### config.mk
export PLATFORM = sky130hd
export DESIGN_NAME = i2c_cond_monitor
export DESIGN_NICKNAME = d
export VERILOG_FILES = /design/src/rtl/icm_pkg.sv /design/src/rtl/icm_sync.sv /design/src/rtl/icm_edge.sv /design/src/rtl/icm_fsm.sv /design/src/rtl/icm_ovr_flag.sv /design/src/rtl/i2c_cond_monitor.sv
export SDC_FILE = /design/constraint.sdc
export NUM_CORES = 1
export LEC_CHECK = 0
export CAP_MARGIN = 20
export CORE_AREA = 2 2 39 41
export CTS_CLUSTER_SIZE = 16
export DETAILED_ROUTE_END_ITERATION = 7
export DIE_AREA = 0 0 41 43
export DONT_BUFFER_PORTS = 1
export GPL_ROUTABILITY_DRIVEN = 1
export PLACE_DENSITY = 0.62
export SKIP_CTS_REPAIR_TIMING = 1
export SLEW_MARGIN = 20
export SYNTH_ARGS = -nofsm -noshare
export SYNTH_HDL_FRONTEND = slang
export SYNTH_SLANG_ARGS = --single-unit
### constraint.sdc
create_clock -name clk -period 2.8 [get_ports clk]
set_input_delay 0.42 -clock clk [delete_from_list [all_inputs] [get_ports clk]]
set_output_delay 0.42 -clock clk [all_outputs]
set_load 0.005 [all_outputs]
### src/rtl/icm_pkg.sv
// Shared types for the bus condition monitor.
package icm_pkg;

    // One sample of the two bus wires.
    typedef struct packed {
        logic scl;
        logic sda;
    } line_pair_t;

    // Classification of the change between two consecutive samples.
    typedef struct packed {
        logic start;     // data fell, clock high and steady
        logic stop;      // data rose, clock high and steady
        logic scl_fall;  // clock fell, data steady
        logic other;     // any other single-line change
        logic both;      // both lines changed: order unknown
    } line_evt_t;

    // Monitor states.
    typedef enum logic [2:0] {
        ST_FREE    = 3'd0,
        ST_ARMED   = 3'd1,
        ST_OWNED   = 3'd2,
        ST_FOREIGN = 3'd3,
        ST_FAULT   = 3'd4
    } mon_state_t;

endpackage

### src/rtl/icm_sync.sv
// Multi-stage synchronizer for asynchronous bus wires.
// Assumes: the wires are slow compared with clk; the reset value is the
// bus idle level, so reset itself raises no event.
module icm_sync #(
    parameter int              WIDTH   = 2,
    parameter int              STAGES  = 2,
    parameter logic [WIDTH-1:0] RST_VAL = '1
) (
    input  logic             clk,
    input  logic             rst_n,
    input  logic [WIDTH-1:0] d,
    output logic [WIDTH-1:0] q
);
    logic [WIDTH-1:0] stage [STAGES];

    for (genvar s = 0; s < STAGES; s++) begin : g_stage
        if (s == 0) begin : g_first
            // First flop: capture the raw pins.
            always_ff @(posedge clk) begin
                if (!rst_n) stage[s] <= RST_VAL;
                else        stage[s] <= d;
            end
        end else begin : g_next
            // Later flops: settle the previous stage.
            always_ff @(posedge clk) begin
                if (!rst_n) stage[s] <= RST_VAL;
                else        stage[s] <= stage[s-1];
            end
        end
    end

    assign q = stage[STAGES-1];
endmodule

### src/rtl/icm_edge.sv
// Keeps the previous synchronized sample and classifies the change
// between it and the current one.
// Assumes: cur is already synchronous to clk; reset value is idle (11).
module icm_edge
    import icm_pkg::*;
(
    input  logic       clk,
    input  logic       rst_n,
    input  line_pair_t cur,
    output line_evt_t  evt
);
    line_pair_t prev;
    logic       scl_d;
    logic       sda_d;

    // Remember the last sample for comparison.
    always_ff @(posedge clk) begin
        if (!rst_n) prev <= '{scl: 1'b1, sda: 1'b1};
        else        prev <= cur;
    end

    // Decode the change into one event class.
    always_comb begin
        scl_d        = cur.scl ^ prev.scl;
        sda_d        = cur.sda ^ prev.sda;
        evt.both     = scl_d & sda_d;
        evt.start    = !scl_d & sda_d & cur.scl & !cur.sda;
        evt.stop     = !scl_d & sda_d & cur.scl & cur.sda;
        evt.scl_fall = scl_d & !sda_d & !cur.scl;
        evt.other    = (scl_d ^ sda_d) & !evt.start & !evt.stop & !evt.scl_fall;
    end
endmodule

### src/rtl/icm_fsm.sv
// Bus condition state machine and registered event pulses.
// Assumes: at most one event class in evt is set per cycle, except that
// 'both' overrides the rest.
module icm_fsm
    import icm_pkg::*;
(
    input  logic       clk,
    input  logic       rst_n,
    input  line_evt_t  evt,
    output mon_state_t state,
    output logic       start_q,
    output logic       stop_q
);
    mon_state_t state_nx;

    // Next-state decision from the current state and the line event.
    always_comb begin
        state_nx = state;
        if (evt.both) begin
            state_nx = ST_FAULT;
        end else if (evt.stop) begin
            state_nx = ST_FREE;
        end else begin
            unique case (state)
                ST_FREE: begin
                    if (evt.start)                      state_nx = ST_ARMED;
                    else if (evt.scl_fall || evt.other) state_nx = ST_FOREIGN;
                end
                ST_ARMED:   if (evt.scl_fall) state_nx = ST_OWNED;
                ST_OWNED:   state_nx = ST_OWNED;
                ST_FOREIGN: if (evt.start)    state_nx = ST_ARMED;
                ST_FAULT:   state_nx = ST_FAULT;
                default:    state_nx = ST_FREE;
            endcase
        end
    end

    // State register and one-cycle event pulses.
    always_ff @(posedge clk) begin
        if (!rst_n) begin
            state   <= ST_FREE;
            start_q <= 1'b0;
            stop_q  <= 1'b0;
        end else begin
            state   <= state_nx;
            start_q <= !evt.both && evt.start && (state != ST_FAULT);
            stop_q  <= !evt.both && evt.stop;
        end
    end
endmodule

### src/rtl/icm_ovr_flag.sv
// Sticky overrun flag: set by an ambiguous double change, cleared by
// a strobe. Assumes set takes priority when both arrive together.
module icm_ovr_flag (
    input  logic clk,
    input  logic rst_n,
    input  logic set_i,
    input  logic clr_i,
    output logic flag
);
    // Hold the flag until an explicit clear.
    always_ff @(posedge clk) begin
        if (!rst_n)     flag <= 1'b0;
        else if (set_i) flag <= 1'b1;
        else if (clr_i) flag <= 1'b0;
    end
endmodule

### src/rtl/i2c_cond_monitor.sv
// Top of the passive two-wire bus condition monitor.
// Assumes: scl_in/sda_in are asynchronous; it only observes, never drives.
// Latency: a line change shows on the outputs on the third rising edge.
module i2c_cond_monitor
    import icm_pkg::*;
#(
    parameter int SYNC_STAGES = 2
) (
    input  logic clk,
    input  logic rst_n,
    input  logic scl_in,
    input  logic sda_in,
    input  logic ovr_clr,
    output logic start_pulse,
    output logic stop_pulse,
    output logic bus_idle,
    output logic bus_seized,
    output logic foreign_act,
    output logic overrun
);
    localparam int LINES = $bits(line_pair_t);

    logic [LINES-1:0] sync_q;
    line_pair_t       cur;
    line_evt_t        evt;
    mon_state_t       state;

    icm_sync #(.WIDTH(LINES), .STAGES(SYNC_STAGES), .RST_VAL('1)) u_sync (
        .clk   (clk),
        .rst_n (rst_n),
        .d     ({scl_in, sda_in}),
        .q     (sync_q)
    );

    assign cur = line_pair_t'(sync_q);

    icm_edge u_edge (
        .clk   (clk),
        .rst_n (rst_n),
        .cur   (cur),
        .evt   (evt)
    );

    icm_fsm u_fsm (
        .clk     (clk),
        .rst_n   (rst_n),
        .evt     (evt),
        .state   (state),
        .start_q (start_pulse),
        .stop_q  (stop_pulse)
    );

    icm_ovr_flag u_ovr (
        .clk   (clk),
        .rst_n (rst_n),
        .set_i (evt.both),
        .clr_i (ovr_clr),
        .flag  (overrun)
    );

    // Status levels decoded from the state register.
    assign bus_idle    = (state == ST_FREE);
    assign bus_seized  = (state == ST_OWNED);
    assign foreign_act = (state == ST_FOREIGN);
endmodule

==> results of run 1 <==
==> cell type report <==
cell class,instances,area [um^2],area share [%]
inverters,3,11.3,1.94
multi-input cells,38,272,46.9
flip-flops and latches,12,240,41.5
well taps,16,20.0,3.46
clock buffers,4,36.3,6.26
==> cell families after synthesis <==
logic type,synth area share (%)
AOI/OAI and AO/OA,10.6
xor gates and xnor gates,3.30
adders and majority gates,7.08
buffers and inverters,3.54
DFF,45.3
and+or+nand+nor,30.2
==> sequential cells by signal, summed over array words and instances (netlist names) <==
signal,flops
u_edge.prev,2
u_ovr.flag,1
u_sync.stage,4
u_fsm.stop_q,1
u_fsm.start_q,1
u_fsm.state,3
==> worst reg2reg max path, stage by stage (launching register included) <==
cell and delay [ns]:
dfxtp_1 0.44, xor2_1 0.26, ha_1 0.26, nand2_1 0.08
or4_1 0.41, o2111a_1 0.14
==> cells in the final DEF, fill, tap and decap left out, drive strengths merged <==
master,n
o2111a,1
dfxtp,12
nand2b,8
o211ai,2
nor4,1
a21oi,3
nor3b,3
xnor2,1
o21a,1
a21boi,1
nand3,1
nor2b,2
and3,2
and4bb,1
nand2,1
xor2,1
inv,3
nor3,2
and4b,1
or4,1
ha,3
clkbuf,4
nor2,2
==> metal layers <==
| metal | GRT usage [%] | wire, um |
|---|---|---|
| met5 | 0 | 0 |
| met4 | 6.00 | 11 |
| met3 | 6.28 | 76 |
| met2 | 16.3 | 356 |
| met1 | 12.3 | 334 |
==> worst min-delay path by stage <==
| stage | from | end | slack, ns |
|---|---|---|---|
| 5_1_grt | rst_n | u_sync.stage[0][0] | 0.21 |
| 6_report | rst_n | u_sync.stage[1][1] | 0.22 |
| 4_1_cts | rst_n | u_sync.stage[1][1] | 0.21 |
| 3_3_place_gp | u_sync.stage[0][1] | u_sync.stage[1][1] | 0.39 |
| 2_1_floorplan | u_sync.stage[0][0] | u_sync.stage[1][0] | 0.39 |
| 3_5_place_dp | u_sync.stage[0][0] | u_sync.stage[1][0] | 0.40 |
==> power breakdown <==
group | internal (uW) | switching [uW]
combinational | 21.0 | 19.2
sequential | 180 | 12.0
clock | 79.1 | 56.3
total | 280 | 87.5
==> metrics by stage <==
step           worst slack (ns)  hold WS [ns]  power, uW  util (%)
2_1_floorplan              1.27         0.386        229         -
3_3_place_gp               1.14         0.390        237      39.2
3_5_place_dp               1.14         0.395        237      39.2
4_1_cts                    1.09         0.210        374      41.9
5_1_grt                   0.941         0.206        389      41.9
6_report                   1.11         0.219        368      41.9
==> impl_metrics.py, run 1 <==
metrics = {
    "power_and_ir_drop": {
        "power_density_nw_per_um2": 635,
        "p_leak_uw": 0.000231,
        "ir_worst_vdd_uv": 244,
    },
    "timing": {
        "rsz0062_at_grt": "no",
        "fin_skew_ns": 0.00469,
        "finalCriticalPeriod_ns": 1.69,
        "slew_headroom_pct": 83.7,
        "worst_pin_slew_ns": 0.242,
        "finalHoldViolCount": 0,
        "drv_slew": 0,
        "finalSetupTns_ns": 0,
        "max_freq_mhz": 593,
        "setup_viol": 0,
        "timing.final.crit_share_pct": 60.3,
    },
    "synth": {
        "yosysWarningCount": 0,
        "yosys_most_used_dff": "dfxtp_1",
        "synth_seq_area_share_pct": 45.3,
        "yosysTopAreaCell": "dfxtp_1",
        "synth_edf_count": 0,
        "synth.most_common_cell": "dfxtp_1",
        "synth_fp_nets": 62,
        "synth.distinct_cells": 23,
        "synth_area_leaders": "dfxtp_1 (45%), nand2b_1 (9.4%), ha_1 (7.1%)",
        "synth_top_area_share_pct": 45.3,
        "synth_area_um2": 531,
        "synth_cells": 54,
        "synth_common_cells": "dfxtp_1 (12), nand2b_1 (8)",
        "avgSynthCellArea_um2": 9.82,
        "synth_seq_cells": 12,
        "async_flop_share_pct": 0,
    },
    "cts": {
        "cts_made_buffers": 3,
        "cts.sinks": 12,
        "htreeDepth": 1,
        "path_clk_slew_ns": 0.07,
        "cts_max_path_buffers": 2,
        "cts-root-buf": "clkbuf_4",
        "cts_tree": "yes",
        "worstSkewPairLatency_ns": 0.27,
    },
    "critical_path": {
        "crit_start": "u_sync.stage[1][0]",
        "reg2reg_depth": 5,
        "required_ns": 2.97,
        "slowest_delay_ns": 0.44,
        "r2r-start": "u_sync.stage[1][0]",
        "regToRegSetupSlack_ns": 1.11,
        "rr_endpoint": "u_fsm.state[1]",
        "endpoint": "u_fsm.state[1]",
        "cp.depth": 5,
        "arrival_ns": 1.86,
        "cp_max_fo": 7,
        "crit_chain": "xor2_1 -> ha_1 -> nand2_1 -> or4_1 -> o2111a_1",
        "cp-end-kind": "flop",
        "cpLargestDelayFamily": "simple AND/OR/NAND/NOR gates",
        "slowest_stage": "dfxtp_1",
        "worstSetupPathType": "reg2reg",
        "start_kind": "flop",
        "crit_buf_inv": 0,
    },
    "global_routing": {
        "grt_pass1_wl_um": 1310,
        "grt_max_degree": 10,
        "overflow": 0,
        "antenna_found_initial": 0,
        "grt_use_total_pct": 11.2,
        "grt_pass1_vias": 323,
    },
    "run_status": {
        "status": "complete, no violations",
    },
    "detailed_routing": {
        "wl_um": 779,
        "ant_nets": 0,
        "drtIter0Drc": 7,
        "wl_per_cell_um": 10.7,
        "drtPass1Iterations": 4,
        "drc_errors": 0,
        "viasPerCell": 5.34,
        "routed-via-count": 390,
    },
    "placed_design": {
        "placed_cell_area_um2": 543,
        "place.gp.congestion": 0.688,
        "port-buffer-count": 0,
        "dp_hpwl_um": 553,
        "place_inst": 69,
    },
    "floorplanning": {
        "start_util_pct": 38.3,
        "fp.dieH_um": 43,
        "ios": 11,
        "die_x_um": 41,
        "row_count": 14,
        "core_um2": 1380,
        "die-area_um2": 1760,
    },
    "worst_hold_path": {
        "hold_path_class": "in2reg",
        "holdPathStages": 1,
    },
    "final_layout": {
        "stdcell_count": 73,
        "final_cell_area_um2": 579,
        "finalNetCount": 66,
        "drive_gt1_share_pct": 8.77,
        "area_growth_pct": 9.20,
        "diodes": 0,
        "nFillCells": 140,
    },
    "job": {
        "drv_cap": 0,
    },
}
Note: power is estimated with default switching activity, not from simulation.
==> inputs of run 2 (changes only) <==
--- a/config.mk
+++ b/config.mk
@@ -5,6 +5,7 @@
 export SDC_FILE = /design/constraint.sdc
 export NUM_CORES = 1
 export LEC_CHECK = 0
+export ABC_AREA = 1
 export CAP_MARGIN = 20
 export CORE_AREA = 2 2 39 41
 export CTS_CLUSTER_SIZE = 16
@@ -12,7 +13,7 @@
 export DIE_AREA = 0 0 41 43
 export DONT_BUFFER_PORTS = 1
 export GPL_ROUTABILITY_DRIVEN = 1
-export PLACE_DENSITY = 0.62
+export PLACE_DENSITY = 0.67
 export SKIP_CTS_REPAIR_TIMING = 1
 export SLEW_MARGIN = 20
 export SYNTH_ARGS = -nofsm -noshare
==> constraint.sdc (replaced) <==
create_clock -name clk -period 1.52 [get_ports clk]
set_input_delay 0.228 -clock clk [delete_from_list [all_inputs] [get_ports clk]]
set_output_delay 0.228 -clock clk [all_outputs]
set_load 0.005 [all_outputs]
==> run 2 against run 1 <==
Non-clock buffer count rose by 4. Critical endpoint unchanged. Utilization rose by 5.4 points. Register-to-register slack got worse by 1.0 ns. Synthesized area rose by 5.7%. Count of clock-buffer cells in the layout fell by 1. First-iteration DRC count fell by 14%. Largest power group unchanged. Sequential power rose by 99%.
==> impl_metrics.py, run 2 <==
metrics = {
    "synth": {
        "synth.most_common_cell": "nand2_1",
        "yosys_most_used_dff": "dfxtp_1",
        "synth_area_um2": 561,
        "synth_top_area_share_pct": 42.9,
        "synth.distinct_cells": 17,
        "synth_common_cells": "nand2_1 (15), inv_1 (13), dfxtp_1 (12)",
        "yosysTopAreaCell": "dfxtp_1",
        "async_flop_share_pct": 0,
        "synth_cells": 75,
        "synth_seq_area_share_pct": 42.9,
        "synth_seq_cells": 12,
        "avgSynthCellArea_um2": 7.47,
        "synth_area_leaders": "dfxtp_1 (43%), nand2_1 (10%), inv_1 (8.7%)",
        "synth_edf_count": 0,
        "yosysWarningCount": 0,
        "synth_fp_nets": 83,
    },
    "cts": {
        "cts.sinks": 12,
        "cts_max_path_buffers": 2,
        "worstSkewPairLatency_ns": 0.27,
        "htreeDepth": 1,
        "cts-root-buf": "clkbuf_4",
        "cts_made_buffers": 3,
        "cts_tree": "yes",
        "path_clk_slew_ns": 0.06,
    },
    "timing": {
        "slew_headroom_pct": 78.7,
        "finalCriticalPeriod_ns": 1.43,
        "setup_slack_ns": 0.0906,
        "hold_slack_ns": 0.0303,
        "drv_slew": 0,
        "timing.final.crit_share_pct": 94.0,
        "fin_skew_ns": 0.00130,
        "max_freq_mhz": 700,
        "finalHoldViolCount": 0,
        "setup_viol": 0,
        "worst_pin_slew_ns": 0.316,
    },
    "floorplanning": {
        "start_util_pct": 40.5,
        "fp.dieH_um": 43,
        "core_um2": 1380,
        "die-area_um2": 1760,
        "row_count": 14,
        "ios": 11,
        "die_x_um": 41,
    },
    "detailed_routing": {
        "viasPerCell": 4.69,
        "drc_errors": 0,
        "wl_per_cell_um": 9.16,
        "routed-via-count": 460,
        "drtIter0Drc": 6,
        "wl_um": 898,
        "ant_nets": 0,
        "drtPass1Iterations": 4,
    },
    "critical_path": {
        "arrival_ns": 1.59,
        "cp-end-kind": "flop",
        "start_kind": "flop",
        "worstSetupPathType": "reg2reg",
        "cp_max_fo": 3,
        "reg2reg_depth": 10,
        "regToRegSetupSlack_ns": 0.09,
        "rr_endpoint": "u_fsm.state[1]",
        "r2r-start": "u_sync.stage[1][0]",
        "required_ns": 1.68,
    },
    "final_layout": {
        "drive_gt1_share_pct": 29.3,
        "stdcell_count": 98,
        "layout_common_cells": "nand2_1 (15), inv_1 (13), dfxtp_1 (9), nor2_1 (8)",
        "post-route-util_pct": 47.3,
        "layout_commonest_cell": "nand2_1",
        "largest_reg_flops": 4,
        "area_growth_pct": 16.7,
        "finalNetCount": 92,
        "nFillCells": 139,
        "diodes": 0,
        "largest_register": "u_sync.stage",
        "largest_registers": "u_sync.stage: 4 flops, u_fsm.state: 3 flops, u_edge.prev: 2 flops",
    },
    "worst_hold_path": {
        "holdPathStages": 1,
        "min_to": "u_edge.prev[0]",
        "hold_path_startpoint": "rst_n",
        "hold_path_class": "in2reg",
    },
    "placed_design": {
        "dp_hpwl_um": 718,
        "place.gp.congestion": 0.781,
        "place_inst": 94,
        "port-buffer-count": 0,
        "post-place-ws_ns": 0.0596,
    },
    "power_and_ir_drop": {
        "power_density_nw_per_um2": 1160,
        "p_leak_uw": 0.000328,
        "ir_worst_vdd_uv": 502,
    },
    "global_routing": {
        "grt_pass1_wl_um": 1470,
        "antenna_found_initial": 0,
        "grt_use_total_pct": 12.4,
        "grt_pass1_vias": 379,
        "grt_max_degree": 8,
        "overflow": 0,
    },
    "job": {
        "drv_cap": 0,
    },
    "run_status": {
        "status": "complete, no violations",
    },
}
## run 2: cell types whose count changed after synthesis, sizes merged, moves of 2 or more
cell	before	now
and3	2	0
nand3	1	4
nand2b	8	0
nor2b	2	0
nor3b	3	0
or2	0	4
inv	3	15
nor2	2	9
nand2	1	18
## run 2: area by class of cell
type	count	area, um^2	share of cell area, %
multi-input cells	48	282	43.0
flip-flops and latches	12	244	37.3
inverters	15	56.3	8.60
repair buffers	4	30.0	4.59
clock buffers	3	22.5	3.44
well taps	16	20.0	3.06
## run 2: how the worst max path moves through the flow
stage / startpoint / endpoint / slack (ns) / cells past startpoint
after floorplan: u_sync.stage[1][1] / u_fsm.state[1] / 0.04 / 9
after global placement: u_sync.stage[1][1] / u_fsm.state[1] / 0.08 / 9
after detailed placement: u_sync.stage[1][1] / u_fsm.state[1] / 0.06 / 9
after CTS: u_sync.stage[1][1] / u_fsm.state[1] / 0.05 / 9
after global routing: u_sync.stage[1][0] / u_fsm.state[1] / -0.02 / 10
final: u_sync.stage[1][0] / u_fsm.state[1] / 0.09 / 10
## run 2: per-layer routing
metal | global-route usage, % | vias to the layer above | wire (um)
met2 | 16.3 | 11 | 408
met5 | 0 | - | 0
met4 | 8.00 | 0 | 17
met1 | 16.4 | 205 | 418
met3 | 4.71 | 4 | 54
li1 | - | 240 | -
## run 2: worst max-delay path: stages (launching register included)
cell,delay [ns]
dfxtp_2,0.33
xnor2_2,0.16
inv_1,0.08
ha_2,0.31
inv_1,0.03
nand2_1,0.05
nand2_1,0.05
inv_2,0.04
nand2_1,0.08
a21oi_1,0.14
nor2_1,0.06
## run 2: cell families after synthesis
family	count (synthesis)	share of synthesized area (%)
xor gates and xnor gates	2	3.13
AOI/OAI and AO/OA	6	5.80
buffers and inverters	15	10.0
adders and majority gates	3	6.70
and+or+nand+nor	37	31.5
DFF	12	42.9
## run 2: where the power goes
group | internal [uW] | switching (uW)
Combinational | 75.7 | 115
Sequential | 343 | 40.1
Clock | 91.6 | 92.4
Total | 510 | 247
## run 2: per-stage QoR
stage | power [uW] | setup TNS (ns) | area, um^2
floorplan | 537 | 0 | 561
global placement | 570 | 0 | 603
detailed placement | 575 | 0 | 603
CTS | 756 | 0 | 626
global route | 807 | -0.0295 | 654
finish | 757 | 0 | 654
==> inputs of run 3 (changes only) <==
--- a/config.mk
+++ b/config.mk
@@ -7,12 +7,13 @@
 export LEC_CHECK = 0
 export ABC_AREA = 1
 export CAP_MARGIN = 20
-export CORE_AREA = 2 2 39 41
+export CORE_AREA = 8 8 45 47
 export CTS_CLUSTER_SIZE = 16
 export DETAILED_ROUTE_END_ITERATION = 7
-export DIE_AREA = 0 0 41 43
+export DIE_AREA = 0 0 53 55
 export DONT_BUFFER_PORTS = 1
 export GPL_ROUTABILITY_DRIVEN = 1
+export MAX_ROUTING_LAYER = met4
 export PLACE_DENSITY = 0.67
 export SKIP_CTS_REPAIR_TIMING = 1
 export SLEW_MARGIN = 20
==> run 3 against run 2 <==
Register-to-register slack is essentially flat. Combinational power up 24%. Worst hold slack hardly changed. Largest cell class unchanged. Design area rose by 5.9%. Critical path type unchanged. Critical endpoint is now u_fsm.state[0].
==> impl_metrics.py, run 3 (synthesized netlist as in run 2, its figures left out) <==
metrics = {
    "power_and_ir_drop": {
        "pwr-share-clk_pct": 28.5,
        "p_leak_uw": 0.000338,
        "p_seq_share_pct": 44.2,
        "combinationalPowerShare_pct": 27.3,
        "p_sw_share_pct": 33.6,
        "intPower_uw": 577,
        "power_density_nw_per_um2": 1260,
        "power.switching_uw": 293,
        "ir_worst_vdd_uv": 515,
        "p_total_uw": 870,
    },
    "floorplanning": {
        "row_count": 14,
        "ios": 11,
        "die-area_um2": 2920,
        "die_x_um": 53,
        "core_um2": 1380,
        "start_util_pct": 40.5,
        "fp.dieH_um": 55,
    },
    "detailed_routing": {
        "wl_um": 1160,
        "viasPerCell": 4.55,
        "routed-via-count": 450,
        "ant_nets": 0,
        "wl_per_cell_um": 11.7,
        "drtIter0Drc": 10,
        "drtPass1Iterations": 5,
        "drc_errors": 0,
    },
    "cts": {
        "worstSkewPairLatency_ns": 0.27,
        "cts-root-buf": "clkbuf_4",
        "htreeDepth": 1,
        "cts.sinks": 12,
        "cts_tree": "yes",
        "path_clk_slew_ns": 0.08,
        "cts_made_buffers": 3,
        "cts_max_path_buffers": 2,
    },
    "run_status": {
        "status": "complete, no violations",
    },
    "final_layout": {
        "largest_register": "u_sync.stage",
        "drive_gt1_share_pct": 34.9,
        "layout_common_cells": "nand2_1 (14), inv_1 (12), dfxtp_1 (10), nor2_1 (6)",
        "finalNetCount": 92,
        "area_growth_pct": 23.7,
        "stdcell_count": 99,
        "largest_registers": "u_sync.stage: 4 flops, u_fsm.state: 3 flops, u_edge.prev: 2 flops",
        "diodes": 0,
        "layout_commonest_cell": "nand2_1",
        "largest_reg_flops": 4,
    },
    "placed_design": {
        "place_inst": 94,
        "place.gp.congestion": 0.769,
        "post-place-ws_ns": 0.0333,
        "dp_hpwl_um": 826,
        "port-buffer-count": 0,
    },
    "timing": {
        "finalCriticalPeriod_ns": 1.43,
        "setup_viol": 0,
        "max_freq_mhz": 698,
        "fin_skew_ns": 0.00585,
        "finalHoldViolCount": 0,
        "timing.final.crit_share_pct": 94.2,
        "setup_slack_ns": 0.0878,
        "slew_headroom_pct": 80.1,
        "finalSetupTns_ns": 0,
        "worst_pin_slew_ns": 0.296,
        "drv_slew": 0,
    },
    "global_routing": {
        "grt_use_total_pct": 8.37,
        "grt_pass1_wl_um": 1700,
        "grt_pass1_vias": 433,
        "grt_max_degree": 8,
        "antenna_found_initial": 0,
        "overflow": 0,
    },
    "critical_path": {
        "cp_max_fo": 2,
        "arrival_ns": 1.65,
        "required_ns": 1.74,
        "start_kind": "flop",
        "worstSetupPathType": "reg2reg",
        "cp-end-kind": "flop",
    },
    "job": {
        "drv_cap": 0,
    },
    "worst_hold_path": {
        "hold_path_class": "in2reg",
    },
}
-- run 3: worst max-delay path: stages, from the launching register on --
cell and delay [ns]:
dfxtp_2 0.34, xnor2_2 0.19, inv_2 0.08, buf_4 0.14
ha_1 0.20, nor2_2 0.11, nand2_1 0.06, inv_1 0.09
o211ai_1 0.12, inv_1 0.07
-- run 3: final timing paths --
path	endpoint	cells past startpoint	slack, ns	start
worst max-delay path	u_fsm.state[0]	9	0.09	u_sync.stage[1][0]
worst min-delay path	u_edge.prev[1]	1	0.03	rst_n
worst max register to register	u_fsm.state[0]	9	0.09	u_sync.stage[1][0]
worst min register to register	u_sync.stage[1][1]	1	0.41	u_sync.stage[0][1]
-- run 3: routing by layer --
metal	share of wire, %	GRT usage, %	up-vias
met5	0	-	-
met4	1.5	6.47	0
met3	5.1	2.94	2
met2	50	13.1	9
met1	43	8.46	199
li1	-	-	240
-- run 3: stage by stage --
stage | cell area, um^2 | utilization, % | hold slack [ns]
floorplan | 561 | - | 0.297
global placement | 603 | 43.6 | 0.299
detailed placement | 603 | 43.6 | 0.302
CTS | 639 | 46.2 | 0.0241
global route | 693 | 50.1 | 0.0119
finish | 693 | 50.1 | 0.0302
-- run 3: area by class of cell --
cell class / count / area [um^2]
Fill cell: 128 / 691
Multi-Input combinational cell: 48 / 308
Sequential cell: 12 / 243
Inverter: 15 / 56.3
Clock buffer: 4 / 36.3
Timing Repair Buffer: 4 / 30.0
Tap cell: 16 / 20.0
-- run 3: power by group through the flow --
stage               logic [uW]  registers (uW)  clock network (uW)
floorplan                  157             379                   0
global route               269             389                 271
detailed placement         194             388                   0
global placement           184             386                   0
finish                     237             384                 248
CTS                        195             381                 256
